## src/rtl/pllseq_pkg.sv

```systemverilog
package pllseq_pkg;

  localparam int unsigned MULT_W    = 5;
  localparam int unsigned DSEL_W    = 2;
  localparam int unsigned RATIO_MAX = 8;
  localparam int unsigned DCNT_W    = $clog2(RATIO_MAX);
  localparam logic        ADDR_MULT = 1'b0;

  typedef enum logic [DSEL_W-1:0] {
    DIV8 = 2'd0,
    DIV4 = 2'd1,
    DIV2 = 2'd2,
    DIV1 = 2'd3
  } dsel_e;

  typedef struct packed {
    logic [MULT_W-1:0] mult;
    dsel_e             dsel;
    logic              off;
  } cfg_t;

  function automatic logic [DCNT_W:0] dsel_ratio(input dsel_e s);
    logic [DSEL_W-1:0] sh;
    sh = s;
    return (DCNT_W+1)'(RATIO_MAX) >> sh;
  endfunction

endpackage

```

## src/rtl/pllseq_rst_sync.sv

```systemverilog
module pllseq_rst_sync (
  input  logic clk_i,
  input  logic raw_n_i,
  output logic rst_n_o
);

  logic [1:0] sync_q;

  always_ff @(posedge clk_i or negedge raw_n_i) begin
    if (!raw_n_i) sync_q <= 2'b00;
    else          sync_q <= {sync_q[0], 1'b1};
  end

  assign rst_n_o = sync_q[1];

endmodule

```

## src/rtl/pllseq_regs.sv

```systemverilog
module pllseq_regs
  import pllseq_pkg::*;
(
  input  logic              clk_i,
  input  logic              reg_rst_n_i,
  input  logic              sys_rst_n_i,
  input  logic              wr_en_i,
  input  logic              wr_unlock_i,
  input  logic              wr_addr_i,
  input  logic [MULT_W-1:0] wr_data_i,
  input  logic              locked_i,
  output cfg_t              cfg_o,
  output logic              lock_ld_o,
  output logic              lock_clr_o,
  output logic              err_o
);

  cfg_t  cfg_q, cfg_d;
  logic  err_q, err_d;
  logic  wr_ok;
  dsel_e new_dsel;
  logic  new_off;
  logic  pll_run_next;
  logic  mult_bad;
  logic  stat_bad;

  // decode of the incoming write
  always_comb begin
    wr_ok        = wr_en_i && wr_unlock_i;
    new_dsel     = dsel_e'(wr_data_i[DSEL_W-1:0]);
    new_off      = wr_data_i[DSEL_W];
    pll_run_next = (cfg_q.mult != '0) && !new_off;
    mult_bad     = (cfg_q.dsel != DIV8) || (cfg_q.off && (wr_data_i != '0));
    stat_bad     = 1'b0;
    if (new_off && !cfg_q.off && (cfg_q.mult != '0)) begin
      stat_bad = 1'b1;
    end else if (pll_run_next) begin
      if (!locked_i && (new_dsel != DIV8)) stat_bad = 1'b1;
      if (locked_i && (new_dsel == DIV1))  stat_bad = 1'b1;
    end
  end

  // next state
  always_comb begin
    cfg_d      = cfg_q;
    lock_ld_o  = 1'b0;
    lock_clr_o = 1'b0;
    err_d      = 1'b0;
    if (wr_ok) begin
      if (wr_addr_i == ADDR_MULT) begin
        if (mult_bad) begin
          err_d = 1'b1;
        end else begin
          cfg_d.mult = wr_data_i;
          lock_ld_o  = (wr_data_i != '0);
          lock_clr_o = (wr_data_i == '0);
        end
      end else begin
        if (stat_bad) begin
          err_d = 1'b1;
        end else begin
          cfg_d.dsel = new_dsel;
          cfg_d.off  = new_off;
          lock_clr_o = new_off;
        end
      end
    end
  end

  // configuration registers: external / watchdog reset only
  always_ff @(posedge clk_i or negedge reg_rst_n_i) begin
    if (!reg_rst_n_i) begin
      cfg_q.mult <= '0;
      cfg_q.dsel <= DIV8;
      cfg_q.off  <= 1'b0;
    end else if (wr_ok) begin
      cfg_q <= cfg_d;
    end
  end

  // error pulse: any reset source
  always_ff @(posedge clk_i or negedge sys_rst_n_i) begin
    if (!sys_rst_n_i) err_q <= 1'b0;
    else              err_q <= err_d;
  end

  assign cfg_o = cfg_q;
  assign err_o = err_q;

  AST_MULT_NEEDS_DIV8: assert property (@(posedge clk_i) disable iff (!(reg_rst_n_i && sys_rst_n_i))
    (cfg_q.mult != $past(cfg_q.mult)) |-> ($past(cfg_q.dsel) == DIV8));
  AST_ERR_KEEPS_REGS: assert property (@(posedge clk_i) disable iff (!(reg_rst_n_i && sys_rst_n_i))
    err_q |-> $stable(cfg_q));
  AST_DIV1_ONLY_BYPASS: assert property (@(posedge clk_i) disable iff (!(reg_rst_n_i && sys_rst_n_i))
    (cfg_q.dsel == DIV1) |-> ((cfg_q.mult == '0) || cfg_q.off));
  AST_OFF_NEEDS_ZERO: assert property (@(posedge clk_i) disable iff (!(reg_rst_n_i && sys_rst_n_i))
    cfg_q.off |-> (cfg_q.mult == '0));

endmodule

```

## src/rtl/pllseq_lock.sv

```systemverilog
module pllseq_lock #(
  parameter int unsigned LOCK_CYCLES = 16
) (
  input  logic clk_i,
  input  logic rst_n_i,
  input  logic ld_i,
  input  logic clr_i,
  output logic locked_o
);

  localparam int unsigned CNT_W = $clog2(LOCK_CYCLES + 1);

  logic [CNT_W-1:0] cnt_q, cnt_d;
  logic             locked_q, locked_d;

  always_comb begin
    cnt_d    = cnt_q;
    locked_d = locked_q;
    if (clr_i) begin
      cnt_d    = '0;
      locked_d = 1'b0;
    end else if (ld_i) begin
      cnt_d    = CNT_W'(LOCK_CYCLES);
      locked_d = 1'b0;
    end else if (cnt_q != '0) begin
      cnt_d = cnt_q - CNT_W'(1);
      if (cnt_q == CNT_W'(1)) locked_d = 1'b1;
    end
  end

  always_ff @(posedge clk_i or negedge rst_n_i) begin
    if (!rst_n_i) begin
      cnt_q    <= '0;
      locked_q <= 1'b0;
    end else begin
      cnt_q    <= cnt_d;
      locked_q <= locked_d;
    end
  end

  assign locked_o = locked_q;

  AST_LOCK_AFTER_COUNT: assert property (@(posedge clk_i) disable iff (!rst_n_i)
    $rose(locked_q) |-> ($past(cnt_q) == CNT_W'(1)));
  AST_LOAD_DROPS_LOCK: assert property (@(posedge clk_i) disable iff (!rst_n_i)
    ld_i |=> !locked_q);

endmodule

```

## src/rtl/pllseq_div.sv

```systemverilog
module pllseq_div
  import pllseq_pkg::*;
(
  input  logic  clk_i,
  input  logic  rst_n_i,
  input  dsel_e dsel_i,
  output logic  tick_o
);

  logic [DCNT_W-1:0] cnt_q, cnt_d;
  dsel_e             act_q, act_d;
  logic              tick_q;
  logic              last;

  always_comb begin
    last  = ({1'b0, cnt_q} == (dsel_ratio(act_q) - (DCNT_W+1)'(1)));
    cnt_d = last ? '0 : cnt_q + DCNT_W'(1);
    act_d = last ? dsel_i : act_q;
  end

  always_ff @(posedge clk_i or negedge rst_n_i) begin
    if (!rst_n_i) begin
      cnt_q  <= '0;
      act_q  <= DIV8;
      tick_q <= 1'b0;
    end else begin
      cnt_q  <= cnt_d;
      act_q  <= act_d;
      tick_q <= last;
    end
  end

  assign tick_o = tick_q;

  AST_SWITCH_ON_BOUNDARY: assert property (@(posedge clk_i) disable iff (!rst_n_i)
    (act_q != $past(act_q)) |-> (cnt_q == '0));
  AST_TICK_AT_WRAP: assert property (@(posedge clk_i) disable iff (!rst_n_i)
    tick_q |-> (cnt_q == '0));

endmodule

```

## src/rtl/pllseq_ctrl.sv

```systemverilog
module pllseq_ctrl
  import pllseq_pkg::*;
#(
  parameter int unsigned LOCK_CYCLES = 16
) (
  input  logic              clk_i,
  input  logic              ext_rst_n_i,
  input  logic              wdog_rst_n_i,
  input  logic              dbg_rst_n_i,
  input  logic              mclk_rst_n_i,
  input  logic              wr_en_i,
  input  logic              wr_unlock_i,
  input  logic              wr_addr_i,
  input  logic [MULT_W-1:0] wr_data_i,
  output logic [MULT_W-1:0] mult_o,
  output logic [DSEL_W-1:0] divsel_o,
  output logic              pll_off_o,
  output logic              locked_o,
  output logic              pll_sel_o,
  output logic [MULT_W:0]   mult_ratio_o,
  output logic              err_o,
  output logic              cpu_tick_o
);

  logic reg_raw_n, sys_raw_n;
  logic reg_rst_n, sys_rst_n;
  cfg_t cfg;
  logic lock_ld, lock_clr, locked;

  assign reg_raw_n = ext_rst_n_i & wdog_rst_n_i;
  assign sys_raw_n = reg_raw_n & dbg_rst_n_i & mclk_rst_n_i;

  pllseq_rst_sync u_reg_sync (.clk_i(clk_i), .raw_n_i(reg_raw_n), .rst_n_o(reg_rst_n));
  pllseq_rst_sync u_sys_sync (.clk_i(clk_i), .raw_n_i(sys_raw_n), .rst_n_o(sys_rst_n));

  pllseq_regs u_regs (
    .clk_i       (clk_i),
    .reg_rst_n_i (reg_rst_n),
    .sys_rst_n_i (sys_rst_n),
    .wr_en_i     (wr_en_i),
    .wr_unlock_i (wr_unlock_i),
    .wr_addr_i   (wr_addr_i),
    .wr_data_i   (wr_data_i),
    .locked_i    (locked),
    .cfg_o       (cfg),
    .lock_ld_o   (lock_ld),
    .lock_clr_o  (lock_clr),
    .err_o       (err_o)
  );

  pllseq_lock #(.LOCK_CYCLES(LOCK_CYCLES)) u_lock (
    .clk_i    (clk_i),
    .rst_n_i  (reg_rst_n),
    .ld_i     (lock_ld),
    .clr_i    (lock_clr),
    .locked_o (locked)
  );

  pllseq_div u_div (
    .clk_i   (clk_i),
    .rst_n_i (sys_rst_n),
    .dsel_i  (cfg.dsel),
    .tick_o  (cpu_tick_o)
  );

  assign mult_o       = cfg.mult;
  assign divsel_o     = cfg.dsel;
  assign pll_off_o    = cfg.off;
  assign locked_o     = locked;
  assign pll_sel_o    = locked && (cfg.mult != '0) && !cfg.off;
  assign mult_ratio_o = pll_sel_o ? ({1'b0, cfg.mult} + (MULT_W+1)'(1)) : (MULT_W+1)'(1);

  AST_LOCK_NEVER_OFF: assert property (@(posedge clk_i) disable iff (!(reg_rst_n && sys_rst_n))
    cfg.off |-> !locked);

endmodule

```

## config.mk

```make
export PLATFORM = sky130hd
export DESIGN_NAME = pllseq_ctrl
export DESIGN_NICKNAME = d
export VERILOG_FILES = /design/src/rtl/pllseq_pkg.sv /design/src/rtl/pllseq_rst_sync.sv /design/src/rtl/pllseq_regs.sv /design/src/rtl/pllseq_lock.sv /design/src/rtl/pllseq_div.sv /design/src/rtl/pllseq_ctrl.sv
export SDC_FILE = /design/constraint.sdc
export NUM_CORES = 1
export LEC_CHECK = 0
export ABC_AREA = 1
export CORE_MARGIN = 2
export CORE_UTILIZATION = 25
export DETAILED_ROUTE_END_ITERATION = 8
export GPL_ROUTABILITY_DRIVEN = 0
export PLACE_DENSITY = 0.44
export REMOVE_ABC_BUFFERS = 1
export SYNTH_ARGS = -nofsm -noshare
export SYNTH_HDL_FRONTEND = slang
export SYNTH_HIERARCHICAL = 1
export SYNTH_SLANG_ARGS = --single-unit
```

## constraint.sdc

```tcl
create_clock -name clk_i -period 1.8 [get_ports clk_i]
set_clock_uncertainty 0.1 [all_clocks]
set_input_delay 0.18 -clock clk_i [delete_from_list [all_inputs] [get_ports clk_i]]
set_output_delay 0.18 -clock clk_i [all_outputs]
set_load 0.01 [all_outputs]
```

==> impl_metrics.csv <==
group,metric,value,unit
floorplan,initial_core_util,0.261,
yosys,ys_warn_count,6,
cts,cts.hold.buffers_added,0,
timing,finalSetupViolCount,0,
cts,clkTransAtPathRegs,0.09,ns
grt,grt_use_total,0.119,
finish,stdcell_area,0.00207,sq mm
setup_path,critical_path_buf_inv_count,2,
grt,grt_max_degree,16,
placed_design,place_inst,312,
power_and_ir_drop,power_frac_clock,0.106,
setup_path,endpoint_kind,"output port",
placed_design,place_area,0.00198,sq mm
floorplan,die-area,0.00642,sq mm
cts,clock_sinks,25,
yosys,synth.distinct_cells,24,
route,route.detailed.drc,0,
placed_design,dp_hpwl,2690,um
power_and_ir_drop,p_total,3.28,mW
timing,fmaxAchievable,579,MHz
power_and_ir_drop,intPower,1.86,mW
finish,fillers,600,
finish,register_area,626,sq um
placed_design,port_buffers,30,
timing,whs,0.0168,ns
finish,layout_common_cells,"nand2_1 (54), inv_1 (26), dfrtp_1 (25)",
setup_path,start_kind,"register",
timing,finalHoldViolations,0,
finish,final_cells,321,
cts,cts_tree,"yes",
route,wirelength,3410,um
route,postRouteAntennaNets,0,
setup_path,worst_path_largest_cell_delay,0.38,ns
timing,period_minus_slack,1.73,ns
finish,multi_input_area,736,sq um
yosys,netlist_instances,192,
grt,antenna_found_initial,0,
route,vias_per_cell,4.23,
timing,period_share,0.959,
flow_run,maxCapViolCount,0,
floorplan,coreArea,0.00554,sq mm
finish,drive_gt1_frac,0.237,
yosys,syn-cell-area,0.00145,sq mm
setup_path,worstPathArrival,1.45,ns
cts,clk_latency,0.27,ns
setup_path,crit_family,"flip-flops",
grt,grt_pass1_vias,1362,
finish,diodes,0,
timing,slew_violations,0,
timing,slew_headroom,0.582,
floorplan,die_y,80.1,um
route,vias,1357,
setup_path,slowest_stage,"dfrtp_1",
grt,grt_first_pass_wirelength,5980,um
power_and_ir_drop,pwr-share-comb,0.574,
yosys,syn_area_per_cell,7.54,sq um
timing,worstMarginPinSlew,0.628,ns
route,routedWlPerCell,10.6,um
cts,cts_buffers,3,
cts,root_buffer,"clkbuf_8",
power_and_ir_drop,p_leak,1.06,nW
power_and_ir_drop,p_sw,1.42,mW
setup_path,path_common_cell,"nand2_1",
power_and_ir_drop,p_per_area,1590,mW/mm^2
finish,nNetsFinal,268,
yosys,yosysSeqAreaShare,0.432,
floorplan,placementRows,27,
setup_path,crit_type,"reg2out",
cts,clock_path_buffers,2,
power_and_ir_drop,pwr-share-seq,0.321,
power_and_ir_drop,vdd_ir_drop_max,522,uV
status,status,"finished clean",
route,drt_iter0_markers,65,
power_and_ir_drop,switching_share,0.432,
setup_path,cp_data_required_time,1.52,ns
grt,grt_remaining_overflow,0,
setup_path,path_cells,"buf_4 -> ha_2 -> nand3_1 -> nand2_1 -> nand2_1 -> nor2_1 -> clkbuf_2",
finish,layout_commonest_cell,"nand2_1",
timing,rsz0062_at_grt,"true",
cts,cts_max_level,1,
yosys,ys_ff_latch,25,
floorplan,fp.dieW,80.1,um
setup_path,cp_max_fo,3,
worst_hold_path,hold_class,"reg2async",
finish,area_growth,42.7,%
route,first_pass_iters,4,
finish,fin_util,0.373,
floorplan,ios,31,
[metrics by stage]
stage / setup TNS (ns) / setup WS, ns
3_3_place_gp: -0.351 / -0.123
2_1_floorplan: 0 / 0.238
6_report: 0 / 0.0732
3_5_place_dp: -0.336 / -0.112
4_1_cts: -0.0737 / -0.0240
5_1_grt: -0.113 / -0.0460
[area by class of cell]
class	count	share of cell area
clock inverters	1	0.00363
repair buffers	54	0.221
clock buffers	3	0.0200
flip-flops and latches	25	0.303
inverters	29	0.0527
multi-input cells	137	0.356
well taps	72	0.0436
[synth_stat cells, drive strengths merged]
cell type  count  area [sq um]
xnor2          3          26.3
dfrtp         25           626
nand3b         1          7.51
o21ai          1          5.00
nor3           3          26.3
nand4         12          75.1
conb           2          7.51
inv           28           105
clkinv         1          3.75
nor2          25           111
nand2         65           264
buf            1          5.00
o21bai         2          15.0
a21oi          4          20.0
ha             5          62.6
nand3         14          87.6
[registers in the layout, indices dropped and copies added, names as in the netlist]
register           count
u_div/act_q            2
u_div/cnt_q            3
u_div/tick_o           1
u_lock/cnt_q           5
u_lock/locked_o        1
u_reg_sync/sync_q      2
u_regs/cfg_o           8
u_regs/err_o           1
u_sys_sync/sync_q      2
[worst paths after layout]
kind	end	from	slack (ns)	cells after the start
max	mult_ratio_o[4]	u_regs/cfg_o[3]	0.07	7
min	u_div/cnt_q[2]	u_sys_sync/sync_q[1]	0.02	0
max reg2reg	u_lock/cnt_q[1]	u_regs/cfg_o[3]	0.11	13
min reg2reg	u_div/cnt_q[2]	u_sys_sync/sync_q[1]	0.02	0
max in group asynchronous	u_regs/cfg_o[5]	u_reg_sync/sync_q[1]	1.04	0
min in group clk_i	u_reg_sync/sync_q[1]	u_reg_sync/sync_q[0]	0.26	0
[metal layers]
layer	up-vias	track usage	wire, um
met3	4	0.0191	140
met4	0	0.0407	40
met1	609	0.148	1540
li1	713	-	-
met2	31	0.206	1690
met5	-	0	0
[power groups by stage]
| stage | Clock (mW) | Combinational (mW) | Sequential, mW |
|---|---|---|---|
| 2_1_floorplan | 0 | 0.984 | 1.10 |
| 3_3_place_gp | 0 | 1.81 | 1.07 |
| 3_5_place_dp | 0 | 1.81 | 1.07 |
| 4_1_cts | 0.363 | 1.83 | 1.05 |
| 5_1_grt | 0.376 | 2.15 | 1.09 |
| 6_report | 0.346 | 1.88 | 1.05 |
[repair_timing]
action | 4_1_cts | 5_1_grt
buffers inserted | 3 | 3
pin swaps | 1 | 5
resized for setup | 14 | 17
setup endpoints to repair | 7 | 13
[worst reg2reg max path, cell delays in order, from the launching register on]
cell	delay, ns
dfrtp_1	0.41
buf_4	0.15
buf_6	0.12
nor2_2	0.09
nand3b_1	0.10
nand3_2	0.08
nand4_1	0.11
nand2_2	0.12
nor2_2	0.05
nand2_2	0.09
inv_2	0.05
nand2_2	0.06
nand2_2	0.05
nand2_1	0.07
[kinds of logic after synthesis]
logic type      Yosys count  share of synthesized area
flops                    25                      0.432
buf+inv                  30                     0.0786
xor+xnor                  3                     0.0182
fa+ha+maj                 5                     0.0432
compound gates            7                     0.0277
simple gates            120                      0.395
other cells               2                    0.00519
Power figures use the tool's default switching activity.
